[config.mk]
export PLATFORM = sky130hd
export DESIGN_NAME = txu_top
export DESIGN_NICKNAME = d
export VERILOG_FILES = /design/src/rtl/txu_pkg.sv /design/src/rtl/txu_bitclk.sv /design/src/rtl/txu_fifo.sv /design/src/rtl/txu_shift.sv /design/src/rtl/txu_dir.sv /design/src/rtl/txu_top.sv
export SDC_FILE = /design/constraint.sdc
export NUM_CORES = 2
export LEC_CHECK = 0
export CORE_MARGIN = 2
export CORE_UTILIZATION = 43
export DETAILED_ROUTE_END_ITERATION = 8
export PLACE_DENSITY = 0.56
export SLEW_MARGIN = 20
export SYNTH_ARGS = -nofsm -noshare
export SYNTH_HDL_FRONTEND = slang
export SYNTH_HIERARCHICAL = 1
export SYNTH_SLANG_ARGS = --single-unit
[constraint.sdc]
create_clock -name clk -period 6.1 [get_ports clk]
set_input_delay 1.22 -clock clk [delete_from_list [all_inputs] [get_ports clk]]
set_output_delay 1.22 -clock clk [all_outputs]
set_load 0.02 [all_outputs]
[src/rtl/txu_pkg.sv]
package txu_pkg;

    localparam int DATA_W    = 8;
    localparam int FRAME_LEN = DATA_W + 2;
    localparam int DLY_W     = 4;

    typedef enum logic [1:0] {
        OSR_X16 = 2'd0,
        OSR_X8  = 2'd1,
        OSR_X4  = 2'd2,
        OSR_RSV = 2'd3
    } osr_e;

    typedef enum logic {
        SH_IDLE = 1'b0,
        SH_SEND = 1'b1
    } sh_state_e;

    typedef enum logic [1:0] {
        DR_OFF  = 2'd0,
        DR_ON   = 2'd1,
        DR_HOLD = 2'd2
    } dir_state_e;

    // Bits still to leave the shifter (stop bit included) and bits left to send.
    typedef struct packed {
        logic [DATA_W:0] bits;
        logic [3:0]      left;
    } frame_t;

    function automatic logic [4:0] osr_ratio(osr_e sel);
        case (sel)
            OSR_X8:  return 5'd8;
            OSR_X4:  return 5'd4;
            default: return 5'd16;
        endcase
    endfunction

endpackage

[src/rtl/txu_bitclk.sv]
module txu_bitclk
    import txu_pkg::*;
(
    input  logic clk,
    input  logic rst,
    input  logic tick,
    input  osr_e osr,
    output logic bit_tick
);

    logic [4:0] cnt;
    logic       last;

    assign last     = (cnt + 5'd1) >= osr_ratio(osr);
    assign bit_tick = tick && last;

    always_ff @(posedge clk) begin
        if (rst) begin
            cnt <= '0;
        end else if (tick) begin
            if (last) cnt <= '0;
            else      cnt <= cnt + 5'd1;
        end
    end

endmodule

[src/rtl/txu_fifo.sv]
module txu_fifo #(
    parameter int DEPTH = 256,
    parameter int WIDTH = 8
) (
    input  logic                     clk,
    input  logic                     rst,
    input  logic                     wr_en,
    input  logic [WIDTH-1:0]         wr_data,
    input  logic                     rd_en,
    output logic [WIDTH-1:0]         rd_data,
    output logic [$clog2(DEPTH):0]   level,
    output logic                     empty,
    output logic                     full
);

    localparam int AW = $clog2(DEPTH);
    localparam int LW = AW + 1;

    logic [WIDTH-1:0] mem [DEPTH];
    logic [AW-1:0]    wp, rp;
    logic [LW-1:0]    count;
    logic             do_wr, do_rd;

    assign empty   = (count == '0);
    assign full    = (count == LW'(DEPTH));
    assign do_wr   = wr_en && !full;
    assign do_rd   = rd_en && !empty;
    assign rd_data = mem[rp];
    assign level   = count;

    always_ff @(posedge clk) begin
        if (do_wr) mem[wp] <= wr_data;
    end

    always_ff @(posedge clk) begin
        if (rst) begin
            wp    <= '0;
            rp    <= '0;
            count <= '0;
        end else begin
            if (do_wr) wp <= (wp == AW'(DEPTH - 1)) ? '0 : wp + 1'b1;
            if (do_rd) rp <= (rp == AW'(DEPTH - 1)) ? '0 : rp + 1'b1;
            case ({do_wr, do_rd})
                2'b10:   count <= count + 1'b1;
                2'b01:   count <= count - 1'b1;
                default: count <= count;
            endcase
        end
    end

    // a full FIFO that is not drained stays full, so no entry is overwritten
    a_r3_no_overflow: assert property (@(posedge clk) disable iff (rst)
        (full && wr_en && !rd_en) |=> full);

    // fill never exceeds the depth
    a_r3_level_bound: assert property (@(posedge clk) disable iff (rst)
        level <= LW'(DEPTH));

endmodule

[src/rtl/txu_shift.sv]
module txu_shift
    import txu_pkg::*;
(
    input  logic              clk,
    input  logic              rst,
    input  logic              bit_tick,
    input  logic              fifo_empty,
    input  logic [DATA_W-1:0] fifo_data,
    output logic              pop,
    output logic              txd,
    output logic              busy,
    output logic              frame_end
);

    sh_state_e st;
    frame_t    fr;
    logic      txd_q;
    logic      stop_done;
    logic      load;

    assign stop_done = (st == SH_SEND) && (fr.left == 4'd0);
    assign load      = bit_tick && !fifo_empty && ((st == SH_IDLE) || stop_done);
    assign frame_end = bit_tick && stop_done && fifo_empty;
    assign pop       = load;
    assign txd       = txd_q;
    assign busy      = (st == SH_SEND);

    always_ff @(posedge clk) begin
        if (rst) begin
            st      <= SH_IDLE;
            txd_q   <= 1'b1;
            fr.bits <= '1;
            fr.left <= '0;
        end else if (load) begin
            st      <= SH_SEND;
            txd_q   <= 1'b0;
            fr.bits <= {1'b1, fifo_data};
            fr.left <= 4'(FRAME_LEN - 1);
        end else if (frame_end) begin
            st      <= SH_IDLE;
            txd_q   <= 1'b1;
        end else if (bit_tick && st == SH_SEND) begin
            txd_q   <= fr.bits[0];
            fr.bits <= {1'b1, fr.bits[DATA_W:1]};
            fr.left <= fr.left - 4'd1;
        end
    end

    // an idle shifter holds the line high
    a_r2_idle_high: assert property (@(posedge clk) disable iff (rst)
        (st == SH_IDLE) |-> txd_q);

    // a pending byte starts right at the end of the previous stop bit
    a_r11_reload: assert property (@(posedge clk) disable iff (rst)
        (stop_done && bit_tick && !fifo_empty) |=> (!txd_q && st == SH_SEND));

endmodule

[src/rtl/txu_dir.sv]
module txu_dir
    import txu_pkg::*;
(
    input  logic             clk,
    input  logic             rst,
    input  logic             bit_tick,
    input  logic             en,
    input  logic [DLY_W-1:0] dly,
    input  logic             pending,
    input  logic             busy,
    input  logic             frame_end,
    output logic             dir_on
);

    dir_state_e       st;
    logic [DLY_W-1:0] cnt;

    assign dir_on = (st != DR_OFF);

    always_ff @(posedge clk) begin
        if (rst || !en) begin
            st  <= DR_OFF;
            cnt <= '0;
        end else begin
            case (st)
                DR_OFF: begin
                    if (pending || busy) st <= DR_ON;
                end
                DR_ON: begin
                    if (frame_end) begin
                        if (dly == '0) begin
                            st <= DR_OFF;
                        end else begin
                            st  <= DR_HOLD;
                            cnt <= dly;
                        end
                    end
                end
                DR_HOLD: begin
                    if (pending) begin
                        st <= DR_ON;
                    end else if (bit_tick) begin
                        if (cnt == DLY_W'(1)) st <= DR_OFF;
                        cnt <= cnt - 1'b1;
                    end
                end
                default: st <= DR_OFF;
            endcase
        end
    end

    // while enabled, a frame on the line always has the driver on
    a_r8_on_while_busy: assert property (@(posedge clk) disable iff (rst)
        (en && $past(en) && busy) |-> (st != DR_OFF));

    // the turnaround hold only runs with the shifter idle
    a_r9_hold_quiet: assert property (@(posedge clk) disable iff (rst)
        (st == DR_HOLD) |-> !busy);

endmodule

[src/rtl/txu_top.sv]
module txu_top
    import txu_pkg::*;
#(
    parameter int FIFO_DEPTH = 256
) (
    input  logic                        clk,
    input  logic                        rst,
    input  logic                        os_tick_i,
    input  logic                        wr_en_i,
    input  logic [7:0]                  wr_data_i,
    input  logic [1:0]                  osr_sel_i,
    input  logic [$clog2(FIFO_DEPTH):0] trig_lvl_i,
    input  logic                        irq_en_i,
    input  logic                        hd_en_i,
    input  logic [3:0]                  turn_dly_i,
    input  logic                        dir_sel_i,
    output logic                        txd_o,
    output logic                        rts_n_o,
    output logic                        dtr_n_o,
    output logic [$clog2(FIFO_DEPTH):0] fifo_level_o,
    output logic                        hold_empty_o,
    output logic                        shift_empty_o,
    output logic                        irq_src_o,
    output logic                        irq_o
);

    localparam int LW = $clog2(FIFO_DEPTH) + 1;

    logic              bit_tick;
    logic              pop, busy, frame_end, dir_on;
    logic              f_empty, f_full;
    logic [DATA_W-1:0] f_data;
    logic [LW-1:0]     f_level;

    txu_bitclk u_bitclk (
        .clk      (clk),
        .rst      (rst),
        .tick     (os_tick_i),
        .osr      (osr_e'(osr_sel_i)),
        .bit_tick (bit_tick)
    );

    txu_fifo #(.DEPTH(FIFO_DEPTH), .WIDTH(DATA_W)) u_fifo (
        .clk     (clk),
        .rst     (rst),
        .wr_en   (wr_en_i),
        .wr_data (wr_data_i),
        .rd_en   (pop),
        .rd_data (f_data),
        .level   (f_level),
        .empty   (f_empty),
        .full    (f_full)
    );

    txu_shift u_shift (
        .clk        (clk),
        .rst        (rst),
        .bit_tick   (bit_tick),
        .fifo_empty (f_empty),
        .fifo_data  (f_data),
        .pop        (pop),
        .txd        (txd_o),
        .busy       (busy),
        .frame_end  (frame_end)
    );

    txu_dir u_dir (
        .clk       (clk),
        .rst       (rst),
        .bit_tick  (bit_tick),
        .en        (hd_en_i),
        .dly       (turn_dly_i),
        .pending   (!f_empty),
        .busy      (busy),
        .frame_end (frame_end),
        .dir_on    (dir_on)
    );

    assign fifo_level_o  = f_level;
    assign hold_empty_o  = f_empty;
    assign shift_empty_o = f_empty && !busy;

    assign irq_src_o = hd_en_i ? shift_empty_o : (f_empty || (f_level < trig_lvl_i));
    assign irq_o     = irq_src_o && irq_en_i;

    assign rts_n_o = !(dir_on && !dir_sel_i);
    assign dtr_n_o = !(dir_on && dir_sel_i);

    // the driver is released only with the line back at idle high
    a_r9_release_line_idle: assert property (@(posedge clk) disable iff (rst)
        (($rose(rts_n_o) || $rose(dtr_n_o)) && hd_en_i && $past(hd_en_i) && $stable(dir_sel_i))
        |-> txd_o);

    // never both direction pins active at once
    a_r8_one_pin: assert property (@(posedge clk) disable iff (rst)
        (rts_n_o || dtr_n_o));

    // the FIFO never reports a fill above its depth; f_full unused otherwise
    a_r3_full_level: assert property (@(posedge clk) disable iff (rst)
        f_full |-> (fifo_level_o == LW'(FIFO_DEPTH)));

endmodule

Word level (Yosys, flattened, before mapping). Memories as Yosys holds them, arrays and structs flattened. A register that Yosys moved wholly into a read port is not among the register bits. Index checks and enable logic that the tools add are counted. Widths: inputs -> output; s select.

Register bits: 50. Bits in writable memories: 2048. Output and inout bits: 16. Logic and storage cells: 110. Memories: 1.

Memory list: u_fifo.mem (depth 256, bits a word 8, read ports 1, clocked after memory_dff 1, wr ports 1, line txu_fifo.sv:19) `logic [WIDTH-1:0] mem [DEPTH];`.

$add $sub $neg: 7. Order comparisons: 2. Eq/ne operators: 18. Mux-type cells: 30. Bitwise gates (word level): 2. Reductions and logical operators: 39.

Operators with widths (count): $mux 12 (3); $mux 8 (4); $pmux 9 s2 (1); $add 8x1->8 const B (2); $eq 8x8->1 const B (2); $mux 4 (4); $logic_and 1x1->1 (13); $mux 2 (6); $pmux 5 s2 (1); $reduce_bool 2->1 (5); $add 9x1->9 const B (1); $eq 9x9->1 const B (1); $logic_not 9->1 (1); $lt 9x9->1 (1); $sub 9x1->9 const B (1); $logic_not 4->1 (2); $mux 1 (8); $ne 2x2->1 const B (4); $pmux 4 s2 (1); $sub 4x1->4 const B (2); $logic_not 1->1 (7); $eq 2x1->1 const B (3); $eq 2x2->1 const B (3); $pmux 2 s3 (1); other kinds (15) (21).

Logic depth before layout (Yosys ltp).
Word-level depth: 9. Gate-level depth with buffers: 23.

Modules after synthesis. Netlist, hierarchy kept.

By module, submodules not included: txu_fifo (instances 1, cells each 3973, area each 81446.9 µm², seq. area each 62159.6 µm²); txu_shift (instances 1, cells each 70, area each 696.9 µm², seq. area each 280.3 µm²); txu_dir (instances 1, cells each 54, area each 441.7 µm², seq. area each 120.1 µm²); txu_bitclk (instances 1, cells each 46, area each 392.9 µm², seq. area each 100.1 µm²); txu_top (instances 1, cells each 37, area each 255.2 µm², seq. area each 0.0 µm²).

Worst setup path before layout. No wires, ideal clock.

Path type: input to register. Start: input osr_sel_i[0]. End: register u_fifo.count[8] (netlist: u_fifo/level[8]). Library setup time: 0.123 ns. Arrival time: 5.453 ns. Setup slack: 0.523 ns. Cell stages on the path: 22. Buffers on the path: 3. Cells stage by stage: inv_1 -> ha_1 -> inv_1 -> ha_1 -> o21ai_1 -> a31oi_1 -> o21a_1 -> nand2b_1 -> a21oi_1 -> buf_4 -> o21a_1 -> clkbuf_1 -> ha_1 -> clkbuf_1 -> xor2_1 -> ha_1 -> a21oi_1 -> o21ai_0 -> a211oi_1 -> o21ai_0 -> a221oi_1 -> mux2_1.

Cells in the longest elaborated chain, start to end: 9. Elaborated cells between the ends (all ways): 12. Those cells by class: order compare (1); eq/ne (4); mux (2); reduce/logical (5).

Ends and longest elaborated chain: start: declaration (line txu_top.sv:11) `input logic [1:0] osr_sel_i,`; $eq 2x2->1 or $eq 2x1->1 (tied branches) (line txu_pkg.sv:32) `case (sel)`; $pmux 5 s2 (*) (line txu_pkg.sv:32); $ge 5x5->1 (*) (line txu_bitclk.sv:14) `assign last = (cnt + 5'd1) >= osr_ratio(osr);`; $logic_and 1x1->1 (*) (line txu_bitclk.sv:15) `assign bit_tick = tick && last;`; net bit_tick (line txu_top.sv:29) `logic bit_tick;`; $logic_and 1x1->1 (*) (2 in a row) (line txu_shift.sv:22) `assign load = bit_tick && !fifo_empty && ((st == SH_IDLE) || stop_done);`; net pop (line txu_top.sv:30) `logic pop, busy, frame_end, dir_on;`; $logic_and 1x1->1 (*) (line txu_fifo.sv:27) `assign do_rd = rd_en && !empty;`; $eq 2x1->1 or $eq 2x2->1 (tied branches) (line txu_fifo.sv:43) `case ({do_wr, do_rd})`; $pmux 9 s2 or $reduce_bool 2->1 (tied branches); end signal: assignment (line txu_fifo.sv:44) `2'b10: count <= count + 1'b1;`; end signal: assignment (line txu_fifo.sv:45) `2'b01: count <= count - 1'b1;`; end signal: assignment (line txu_fifo.sv:46) `default: count <= count;`; end: declaration (line txu_fifo.sv:21) `logic [LW-1:0] count;`.

The timed path passes the listed nets; every way through them passes the cells marked *. A chain may end at the register's enable or synchronous reset.

Final worst setup path.
Start: register u_fifo.count[2] (netlist: u_fifo/level[2]). End: output irq_o.

Cells in the longest elaborated chain, start to end: 4. Elaborated cells between the ends (all ways): 6. Those cells by class: order compare (1); mux (1); reduce/logical (4).

Ends and longest elaborated chain: $lt 9x9->1 or $logic_not 9->1 (tied branches) (line txu_top.sv:83, txu_fifo.sv:24); $logic_or 1x1->1 or $logic_and 1x1->1 (tied branches) (line txu_top.sv:83, txu_top.sv:81); $mux 1 (*) (line txu_top.sv:83) `assign irq_src_o = hd_en_i ? shift_empty_o : (f_empty || (f_level < trig_lvl_i));`; $logic_and 1x1->1 (*) (line txu_top.sv:84) `assign irq_o = irq_src_o && irq_en_i;`; end: declaration (line txu_top.sv:24) `output logic irq_o`.

Mark *: on every way between the ends. The rest lies on a longest branch, timed or not.

==> results by group <==
STA
  – TNS Setup: 0 ps
  – Fmax: 0.1918 GHz
  – Fin. max-slew vios: 0
  – Final Setup Violations: 0
  – Final period utilization: 85.49%
  – Final hold violations: 0
  – Worst Tran Pin Value: 1159 ps
  – Min Hold Slack: 481.2 ps
  – RSZ-0062 raised after global routing: no
  – PnR worst setup slack: 884.9 ps
  – Fin crit period: 5215 ps
  – Max-slew headroom: 22.14%
  – Worst clock skew: 38.57 ps

Power and ir drop
  – Leak: 27.68 nW
  – Internal power: 23.41 mW
  – Power Dens Cells: 317.0 nW/µm²
  – Reg power frac: 54.0%
  – Comb pwr share: 2.9%
  – Peak supply drop: 0.3238 mV
  – Sw Pwr: 6.062 mW
  – Sw Ratio: 20.57%
  – Clock group share of total power: 43.2%

Floorplan
  – Die width: 444.0 µm
  – Core area: 192400 µm²
  – Top Ports: 46
  – Die Span Y: 444.0 µm
  – Initial Util: 43.26%
  – Die ar.: 197100 µm²
  – Row cnt: 161

Worst setup path
  – CP Launch Type: register
  – Slowest CP cell: nor4_1
  – CP cell instances: nor4_1 -> nand2_1 -> nor2_1 -> nand3b_1 -> o221ai_2 -> a311oi_1 -> clkdlybuf4s50_1
  – Reg2reg path depth: 8
  – Reg-to-Reg End: u_shift/fr[5]$_SDFFE_PP1P_
  – Worst setup EP type: primary output
  – Worst Path Arrival: 4000 ps
  – CP Class: register to primary output
  – Critical Path RT: 4880 ps
  – Reg2Reg Setup Slack: 1540 ps
  – Critical Path Fanout Max: 13
  – Crit-path max cell delay: 720 ps

Cells and area
  – Final #Nets: 4331
  – Layout area overhead: 11.68%
  – Area occupied by multi-input gates: 18850 µm²
  – Diodes inserted: 0
  – Layout cells sized above 1: 19.82%
  – Final core utilization: 48.32%
  – Register area: 62680 µm²
  – # fillers: 15610

Global routing
  – Largest net degree at the start of global routing: 181
  – Initial antenna violation count: 5
  – First-pass GRT wire length: 297400 µm
  – Vias in the first global route: 41190
  – GRT Util Overall: 20.77%
  – Remaining Overflow, GRT: 0

Synthesis
  – Net count after synthesis: 4236
  – Syn. warnings: 6
  – Mean post-synth cell area: 19.92 µm²
  – Synthesized cell area: 83230 µm²
  – Post-synthesis cell count: 4179

Place
  – PortBufs: 45
  – Global placement routability congestion: 0.8117
  – HPWL Detailed: 120900 µm
  – Worst slack, placed: 574.7 ps

Worst hold path
  – Hold Path Stages: 2
  – Hold endpoint: u_dir/cnt[3]$_SDFFE_PP0P_
  – Hold Path Class: register to register
  – Hold_sp: u_dir/cnt[3]$_SDFFE_PP0P_

Detailed routing
  – Uppermost layer routed: met4
  – Initial drt markers: 4228
  – DR vias/cell: 5.951
  – Metal3 WL: 14910 µm
  – Post-Route M1 WL: 88920 µm
  – Final ANT Viol Nets: 0
  – WL met2: 96520 µm
  – Post-Route WL: 205100 µm
  – DRC: 0
  – First-pass iteration count of the detailed router: 7
  – Avg WL per Cell: 29.39 µm
  – DR vias: 41520

CTS
  – Post-CTS Setup Bufs: 0
  – Root Buffer: clkbuf_16
  – Clock transition at path regs: 60 ps
  – Clock sinks: 2106
  – Hold buffers post-CTS: 0
  – Clock Tree Buf Depth: 3
  – Post-cts repair resize count: 0
  – CTS tree: done
  – Clock Latency Late Sink: 860 ps
  – CTS HTree Levels: 4
  – CTS buffer count: 212

Outcome
  – Outcome: complete, no violations

Flow run
  – Maxcap violations: 0
-- layout make-up --
| class | count | area share, % |
|---|---|---|
| flip-flops and latches | 2106 | 67.43 |
| multi-input cells | 1779 | 20.28 |
| clock buffers | 258 | 5.939 |
| well taps | 2526 | 3.400 |
| repair buffers | 137 | 1.467 |
| clock inverters | 133 | 1.329 |
| inverters | 38 | 0.1534 |
-- layout by cell type (no fill, tap or decap), types with 24 or more instances in the layout --
master,n
nand2_1,80
nor2_1,313
clkinv_1,63
mux4_1,38
o221ai_1,49
nand3_1,28
mux4_2,393
edfxtp_1,2048
a31oi_1,24
mux2i_1,132
clkinv_2,33
dfxtp_1,52
nor3_1,35
ha_1,27
mux2_2,35
clkbuf_1,44
a21oi_1,114
clkbuf_16,214
clkdlybuf4s50_1,36
a22oi_1,138
a22o_1,28
buf_4,77
inv_1,37
o21ai_0,40
-- power by group through the flow --
stage	Sequential (mW)	Combinational [mW]	Clock (mW)
after floorplan	16.2	0.461	0
after global placement	16.2	0.846	0
after detailed placement	16.2	0.859	0
after CTS	15.9	0.859	13.0
after global routing	15.9	0.915	13.6
final	15.9	0.842	12.7
-- worst max-delay path by stage --
| stage | slack (ps) | endpoint | from |
|---|---|---|---|
| final | 880 | irq_o | u_fifo/level[2]$_SDFFE_PP0P_ |
| after global routing | 540 | irq_o | u_fifo/level[2]$_SDFFE_PP0P_ |
| after CTS | 800 | irq_o | u_fifo/level[2]$_SDFFE_PP0P_ |
| after detailed placement | 570 | u_fifo/level[8]$_SDFFE_PP0P_ | osr_sel_i[0] |
| after global placement | 610 | u_fifo/level[8]$_SDFFE_PP0P_ | osr_sel_i[0] |
| after floorplan | 520 | u_fifo/level[8]$_SDFFE_PP0P_ | osr_sel_i[0] |
-- critical path, delay by kind of cell, from the launching register on --
family / cells / cell delay (ps)
and+or+nand+nor: 4 / 1660
buffers and inverters: 1 / 640
DFF: 1 / 450
AOI/OAI and AO/OA: 2 / 390
-- sequential cells by signal, indices dropped and copies added, names as in the netlist, named ones only --
name          flops
u_dir/cnt         4
u_fifo/rp         8
u_bitclk/cnt      5
u_shift/txd       1
u_fifo/mem     2048
u_fifo/level      9
u_shift/fr       12
u_dir/st          2
u_fifo/wp         8
u_shift/busy      1
-- stage by stage --
step / cells / instance area, µm² / total power, mW
after detailed placement: 6586 / 86200 / 17.07
after floorplan: 4179 / 83230 / 16.67
final: 6977 / 92950 / 29.47
after global routing: 6977 / 92950 / 30.37
after CTS: 6977 / 92950 / 29.75
after global placement: 6586 / 86190 / 17.06
-- layer usage --
| metal | vias up | track usage [%] |
|---|---|---|
| met5 | - | 0 |
| met4 | 0 | 5.461 |
| met3 | 278 | 3.884 |
| met2 | 1516 | 32.32 |
| met1 | 22190 | 30.25 |
| li1 | 17540 | - |
Power figures use the tool's default switching activity.
